### src/rtl/can_mode_pkg.sv
package can_mode_pkg;

  localparam int MODE_W = 3;

  typedef enum logic [MODE_W-1:0] {
    M_NORM  = 3'b000,
    M_LOOP  = 3'b001,
    M_MON   = 3'b010,
    M_SLEEP = 3'b011,
    M_INIT  = 3'b100
  } mode_e;

  // Upper bit set selects initialization regardless of the low bits.
  function automatic mode_e decode_req(input logic [MODE_W-1:0] f);
    mode_e m;
    if (f[MODE_W-1]) begin
      m = M_INIT;
    end else begin
      case (f[1:0])
        2'b00:   m = M_NORM;
        2'b01:   m = M_LOOP;
        2'b10:   m = M_MON;
        default: m = M_SLEEP;
      endcase
    end
    return m;
  endfunction

endpackage

### src/rtl/can_mode_rst_sync.sv
module can_mode_rst_sync #(
  parameter int STAGES = 2
) (
  input  logic clk,
  input  logic rst_n,
  output logic rst_n_sync
);

  logic [STAGES-1:0] sync_q;

  always_ff @(posedge clk or negedge rst_n) begin
    if (!rst_n) begin
      sync_q <= '0;
    end else begin
      sync_q <= {sync_q[STAGES-2:0], 1'b1};
    end
  end

  assign rst_n_sync = sync_q[STAGES-1];

endmodule

### src/rtl/can_mode_fsm.sv
module can_mode_fsm
  import can_mode_pkg::*;
(
  input  logic              clk,
  input  logic              rst_n,
  input  logic              mode_wr,
  input  logic [MODE_W-1:0] mode_req,
  input  logic              wake_en,
  input  logic              lp_dominant,
  input  logic              tx_active,
  input  logic              bus_idle,
  input  logic              ifs_seen,
  input  logic              txq_empty,
  output mode_e             cur_mode,
  output logic              sleep_pend,
  output logic              wake_irq,
  output logic              core_rst
);

  mode_e cur_q, cur_d;
  mode_e req_q, req_d;
  mode_e req_eff;
  logic  wake_q, wake_d;
  logic  crst_q, crst_d;
  logic  sleep_ok;
  logic  auto_wake;
  logic  state_ld;

  // Next-state logic
  always_comb begin
    req_eff   = mode_wr ? decode_req(mode_req) : req_q;
    sleep_ok  = txq_empty && !tx_active && (bus_idle || ifs_seen);
    auto_wake = (cur_q == M_SLEEP) && !mode_wr && wake_en && lp_dominant;
    cur_d     = cur_q;
    req_d     = req_eff;
    wake_d    = 1'b0;
    if (auto_wake) begin
      cur_d  = M_MON;
      req_d  = M_MON;
      wake_d = 1'b1;
    end else if (req_eff == M_SLEEP) begin
      if ((cur_q != M_SLEEP) && sleep_ok) begin
        cur_d = M_SLEEP;
      end
    end else begin
      cur_d = req_eff;
    end
    crst_d   = (cur_d == M_INIT) && (cur_q != M_INIT);
    state_ld = mode_wr || auto_wake || (cur_d != cur_q);
  end

  // State registers with explicit load enable
  always_ff @(posedge clk or negedge rst_n) begin
    if (!rst_n) begin
      cur_q <= M_INIT;
      req_q <= M_INIT;
    end else if (state_ld) begin
      cur_q <= cur_d;
      req_q <= req_d;
    end
  end

  // Event pulses
  always_ff @(posedge clk or negedge rst_n) begin
    if (!rst_n) begin
      wake_q <= 1'b0;
      crst_q <= 1'b0;
    end else begin
      wake_q <= wake_d;
      crst_q <= crst_d;
    end
  end

  assign cur_mode   = cur_q;
  assign sleep_pend = (req_q == M_SLEEP) && (cur_q != M_SLEEP);
  assign wake_irq   = wake_q;
  assign core_rst   = crst_q;

  // sleep is only reached on an edge where the gate was open
  p_sleep_gate_r7: assert property (@(posedge clk) disable iff (!rst_n)
    (cur_q == M_SLEEP) && ($past(cur_q) != M_SLEEP)
      |-> $past(txq_empty && !tx_active && (bus_idle || ifs_seen)));

  // while pending and no new write, the shown mode does not move
  p_pend_hold_r7: assert property (@(posedge clk) disable iff (!rst_n)
    $past(sleep_pend) && !$past(mode_wr) && (cur_q != M_SLEEP)
      |-> $stable(cur_q));

  // a wake event always lands in monitor mode, coming from sleep
  p_wake_mon_r9: assert property (@(posedge clk) disable iff (!rst_n)
    wake_irq |-> (cur_q == M_MON) && ($past(cur_q) == M_SLEEP));

  // the core reset pulse marks a fresh entry into initialization
  p_core_rst_r3: assert property (@(posedge clk) disable iff (!rst_n)
    core_rst |-> (cur_q == M_INIT) && ($past(cur_q) != M_INIT));

endmodule

### src/rtl/can_mode_enables.sv
module can_mode_enables
  import can_mode_pkg::*;
(
  input  logic  clk,
  input  logic  rst_n,
  input  mode_e mode,
  output logic  tx_en,
  output logic  rx_en,
  output logic  bus_drive_en,
  output logic  loop_sel,
  output logic  err_cnt_run,
  output logic  err_cnt_clr,
  output logic  cfg_wr_en,
  output logic  drop_err_frame
);

  always_comb begin
    tx_en          = 1'b0;
    rx_en          = 1'b0;
    bus_drive_en   = 1'b0;
    loop_sel       = 1'b0;
    err_cnt_run    = 1'b0;
    err_cnt_clr    = 1'b0;
    cfg_wr_en      = 1'b0;
    drop_err_frame = 1'b0;
    case (mode)
      M_NORM: begin
        tx_en        = 1'b1;
        rx_en        = 1'b1;
        bus_drive_en = 1'b1;
        err_cnt_run  = 1'b1;
      end
      M_LOOP: begin
        tx_en       = 1'b1;
        rx_en       = 1'b1;
        loop_sel    = 1'b1;
        err_cnt_run = 1'b1;
      end
      M_MON: begin
        rx_en          = 1'b1;
        err_cnt_clr    = 1'b1;
        drop_err_frame = 1'b1;
      end
      M_INIT: begin
        err_cnt_clr = 1'b1;
        cfg_wr_en   = 1'b1;
      end
      default: ;
    endcase
  end

  // dominant bits reach the bus only when not looped back and counting
  p_drive_silent_r5: assert property (@(posedge clk) disable iff (!rst_n)
    bus_drive_en |-> !loop_sel && err_cnt_run && !drop_err_frame);

  // counters are never cleared and counting at once
  p_clr_run_excl_r3: assert property (@(posedge clk) disable iff (!rst_n)
    !(err_cnt_clr && err_cnt_run));

  // configuration access and transmitter are mutually exclusive
  p_cfg_no_tx_r4: assert property (@(posedge clk) disable iff (!rst_n)
    cfg_wr_en |-> !tx_en && !rx_en);

endmodule

### src/rtl/can_mode_ctrl.sv
module can_mode_ctrl
  import can_mode_pkg::*;
#(
  parameter int RST_SYNC_STAGES = 2
) (
  input  logic              clk,
  input  logic              rst_n,
  input  logic              mode_wr,
  input  logic [MODE_W-1:0] mode_req,
  input  logic              wake_en,
  input  logic              lp_dominant,
  input  logic              tx_active,
  input  logic              bus_idle,
  input  logic              ifs_seen,
  input  logic              txq_empty,
  output logic [MODE_W-1:0] cur_mode,
  output logic              tx_en,
  output logic              rx_en,
  output logic              bus_drive_en,
  output logic              loop_sel,
  output logic              err_cnt_run,
  output logic              err_cnt_clr,
  output logic              cfg_wr_en,
  output logic              drop_err_frame,
  output logic              sleep_pend,
  output logic              wake_irq,
  output logic              core_rst
);

  logic  rst_n_int;
  mode_e mode_now;

  can_mode_rst_sync #(.STAGES(RST_SYNC_STAGES)) u_rst_sync (
    .clk        (clk),
    .rst_n      (rst_n),
    .rst_n_sync (rst_n_int)
  );

  can_mode_fsm u_fsm (
    .clk         (clk),
    .rst_n       (rst_n_int),
    .mode_wr     (mode_wr),
    .mode_req    (mode_req),
    .wake_en     (wake_en),
    .lp_dominant (lp_dominant),
    .tx_active   (tx_active),
    .bus_idle    (bus_idle),
    .ifs_seen    (ifs_seen),
    .txq_empty   (txq_empty),
    .cur_mode    (mode_now),
    .sleep_pend  (sleep_pend),
    .wake_irq    (wake_irq),
    .core_rst    (core_rst)
  );

  can_mode_enables u_en (
    .clk            (clk),
    .rst_n          (rst_n_int),
    .mode           (mode_now),
    .tx_en          (tx_en),
    .rx_en          (rx_en),
    .bus_drive_en   (bus_drive_en),
    .loop_sel       (loop_sel),
    .err_cnt_run    (err_cnt_run),
    .err_cnt_clr    (err_cnt_clr),
    .cfg_wr_en      (cfg_wr_en),
    .drop_err_frame (drop_err_frame)
  );

  assign cur_mode = mode_now;

endmodule

### config.mk
export PLATFORM = sky130hd
export DESIGN_NAME = can_mode_ctrl
export DESIGN_NICKNAME = d
export VERILOG_FILES = /design/src/rtl/can_mode_pkg.sv /design/src/rtl/can_mode_rst_sync.sv /design/src/rtl/can_mode_fsm.sv /design/src/rtl/can_mode_enables.sv /design/src/rtl/can_mode_ctrl.sv
export SDC_FILE = /design/constraint.sdc
export NUM_CORES = 1
export LEC_CHECK = 0
export BUFFER_PORTS_ARGS = -buffer_cell sky130_fd_sc_hd__buf_2
export CORE_AREA = 2 2 39 41
export CTS_BUF_LIST = sky130_fd_sc_hd__clkbuf_8 sky130_fd_sc_hd__clkbuf_16
export CTS_CLUSTER_DIAMETER = 50
export CTS_CLUSTER_SIZE = 24
export DETAILED_ROUTE_END_ITERATION = 8
export DIE_AREA = 0 0 41 43
export PLACE_DENSITY = 0.66
export SETUP_SLACK_MARGIN = 0.1
export SLEW_MARGIN = 10
export SYNTH_ARGS = -nofsm -noshare
export SYNTH_HDL_FRONTEND = slang
export SYNTH_HIERARCHICAL = 1
export SYNTH_SLANG_ARGS = --single-unit
### constraint.sdc
create_clock -name clk -period 2.9 [get_ports clk]
set_input_delay 0.29 -clock clk [delete_from_list [all_inputs] [get_ports clk]]
set_output_delay 0.29 -clock clk [all_outputs]
set_load 0.1 [all_outputs]
==> flow_summary.ini <==
[synth]
ys_top_cells_by_area = dfrtp_1 39%, dfstp_2 10%, nor2_1 5.1%, a2111oi_2 2.9%, a2bb2oi_2 2.9%
synth_top_area_share = 0.391
postSynthCellCount = 48
synth.most_common_cell = dfrtp_1
synth_flop_cell = dfrtp_1
synth_commonest_cells = 8 x dfrtp_1, 7 x nor2_1
ys_seq_area_frac = 0.494
syn_area_sq_um = 512
avgSynthCellArea_sq_um = 10.7
postSynthNetCount = 60
synth_edf_count = 0
synth_top_area_cell = dfrtp_1
async_reset_ff_frac = 1.00
ys_seq_elements = 10
synthDistinctLibCells = 28
ys.warnings.count = 6

[timing]
period_share = 0.670
timing.fmax_mhz = 515
fin_skew_ns = 0.00235
setup_tns_ns = 0
layout_setup_ws_ns = 0.957
hold_viol_final = 0
slew_viol_final = 0
rsz0062_at_grt = no
period_minus_slack_ns = 1.94
setup_viol = 0

[clocking]
cts_root_buf = clkbuf_8
cts_tree = done
cts.clk_slew.worst_paths_ns = 0.05
cts_resized = 0
numClockSinks = 10
cts_buffer_depth = 2
h-tree-depth = 1
postCtsSetupRepairBufs = 0
ctsHoldBuffers = 1
cts_made_buffers = 3
clkLatencyLatePin_ns = 0.23

[finish]
drive_gt1_frac = 0.558
fin_util = 0.528
postLayoutCellArea_sq_um = 731
area_growth_pct = 42.8
fill_cells = 131
antenna_cells = 0
seqCellArea_sq_um = 253
multi_input_area_sq_um = 256
nets = 90

[flow_run]
maxCapViolCount = 0

[worst_setup_path]
worst_setup_path_end_kind = output port
cp.arrival_ns = 1.65
critPathRequiredTime_ns = 2.61
crit_path_start_kind = flop
regToRegSetupSlack_ns = 1.26
path_max_fanout = 9
r2r-end = u_fsm/core_rst$_DFF_PN0_
r2r_cells = 5
r2r_start = u_fsm/cur_mode[2]$_DFFE_PN1P_
criticalPathCategory = reg2out

[power_and_ir_drop]
ir_drop_v = 0.000345
p_leak_uw = 0.000384
total_power_uw = 561
power_density_nw_per_um2 = 768

[placement]
pre_cts_slack_ns = 1.18
hpwl_microns = 728
place_area_sq_um = 666
gp_congestion = 0.748
numPortBuffers = 25

[die]
initial_utilization = 0.370
die_x_microns = 41
ios = 26
rows = 14
core_sq_um = 1380
die-height_microns = 43
die_area_sq_um = 1760

[routing]
drc = 0
drt_iter0_markers = 4
antenna_left = 0
dr.pass1.iters = 2
avgViaCountPerCell = 4.63
drt_wl_total_microns = 932
wl_per_cell_microns = 10.0
routed-via-count = 431

[grt]
grt_usage = 0.135
grt_max_degree = 11
grt-ovfl-total = 0
antenna_found_initial = 0
grt_pass1_wl_microns = 1570
grt_pass1_vias = 386

[run_status]
status = completed

[min_path]
hp-class = reg2async
-- state kept, by name (all words and copies together) (netlist names) --
name / flops
u_fsm/cur_mode: 3
u_fsm/core_rst: 1
u_fsm/wake_irq: 1
u_fsm/req_q: 3
u_rst_sync/sync_q: 2
-- where the power goes --
part | leakage, uW | internal (uW) | switching (uW)
Sequential | 0.000123 | 154 | 16.2
Clock | 0.0000288 | 119 | 50.7
Combinational | 0.000232 | 41.2 | 180
-- per-layer routing --
metal | global-route usage | routed length, microns
met5 | 0 | 0
met4 | 0.0600 | 0
met3 | 0.0471 | 75
met2 | 0.194 | 403
met1 | 0.179 | 452
-- final cells by class --
class,count,area share
Inverter,3,0.0154
Timing Repair Buffer,26,0.185
Multi-Input combinational cell,34,0.351
Sequential cell,10,0.346
Tap cell,16,0.0274
Clock buffer,4,0.0753
-- worst max-delay path by stage --
stage	to	slack (ns)	start	cells past startpoint
6_report	sleep_pend	0.96	u_fsm/cur_mode[2]$_DFFE_PN1P_	3
2_1_floorplan	loop_sel	-0.06	u_fsm/cur_mode[1]$_DFFE_PN0P_	2
4_1_cts	sleep_pend	0.93	u_fsm/cur_mode[2]$_DFFE_PN1P_	3
3_5_place_dp	sleep_pend	1.18	u_fsm/cur_mode[2]$_DFFE_PN1P_	3
3_3_place_gp	sleep_pend	1.22	u_fsm/cur_mode[2]$_DFFE_PN1P_	3
5_1_grt	sleep_pend	0.82	u_fsm/cur_mode[2]$_DFFE_PN1P_	3
-- worst max-delay path: stages, from the launching register on --
cell and delay (ns):
dfstp_2 0.61, and3b_1 0.23, nor3_2 0.14, buf_2 0.44
-- cells in the final DEF, fill, tap and decap left out, types with 2 or more instances in the layout --
cell type / instances
clkbuf_8: 4
nor2_1: 6
dfrtp_1: 8
and2_1: 2
inv_1: 2
nor2_2: 2
nand2b_1: 2
buf_2: 25
nand2_1: 2
dfstp_2: 2
nor3_2: 2
-- per-stage QoR --
stage                     hold slack, ns  std cells
after floorplan                 -0.00559         48
after global placement            0.0755         88
after detailed placement          0.0759         88
after CTS                          0.133         93
after global routing               0.154         93
final                              0.122         93
-- cell families (layout without fill, tap and decap cells) --
| kind of cell | Yosys count | after routing | share of synthesized area |
|---|---|---|---|
| and+or+nand+nor | 23 | 23 | 0.267 |
| DFF | 10 | 10 | 0.494 |
| AOI/OAI and AO/OA | 8 | 8 | 0.147 |
| buffers and inverters | 4 | 33 | 0.0367 |
| muxes | 2 | 2 | 0.0489 |
| other | 1 | 1 | 0.00733 |
Power figures use the tool's default switching activity.
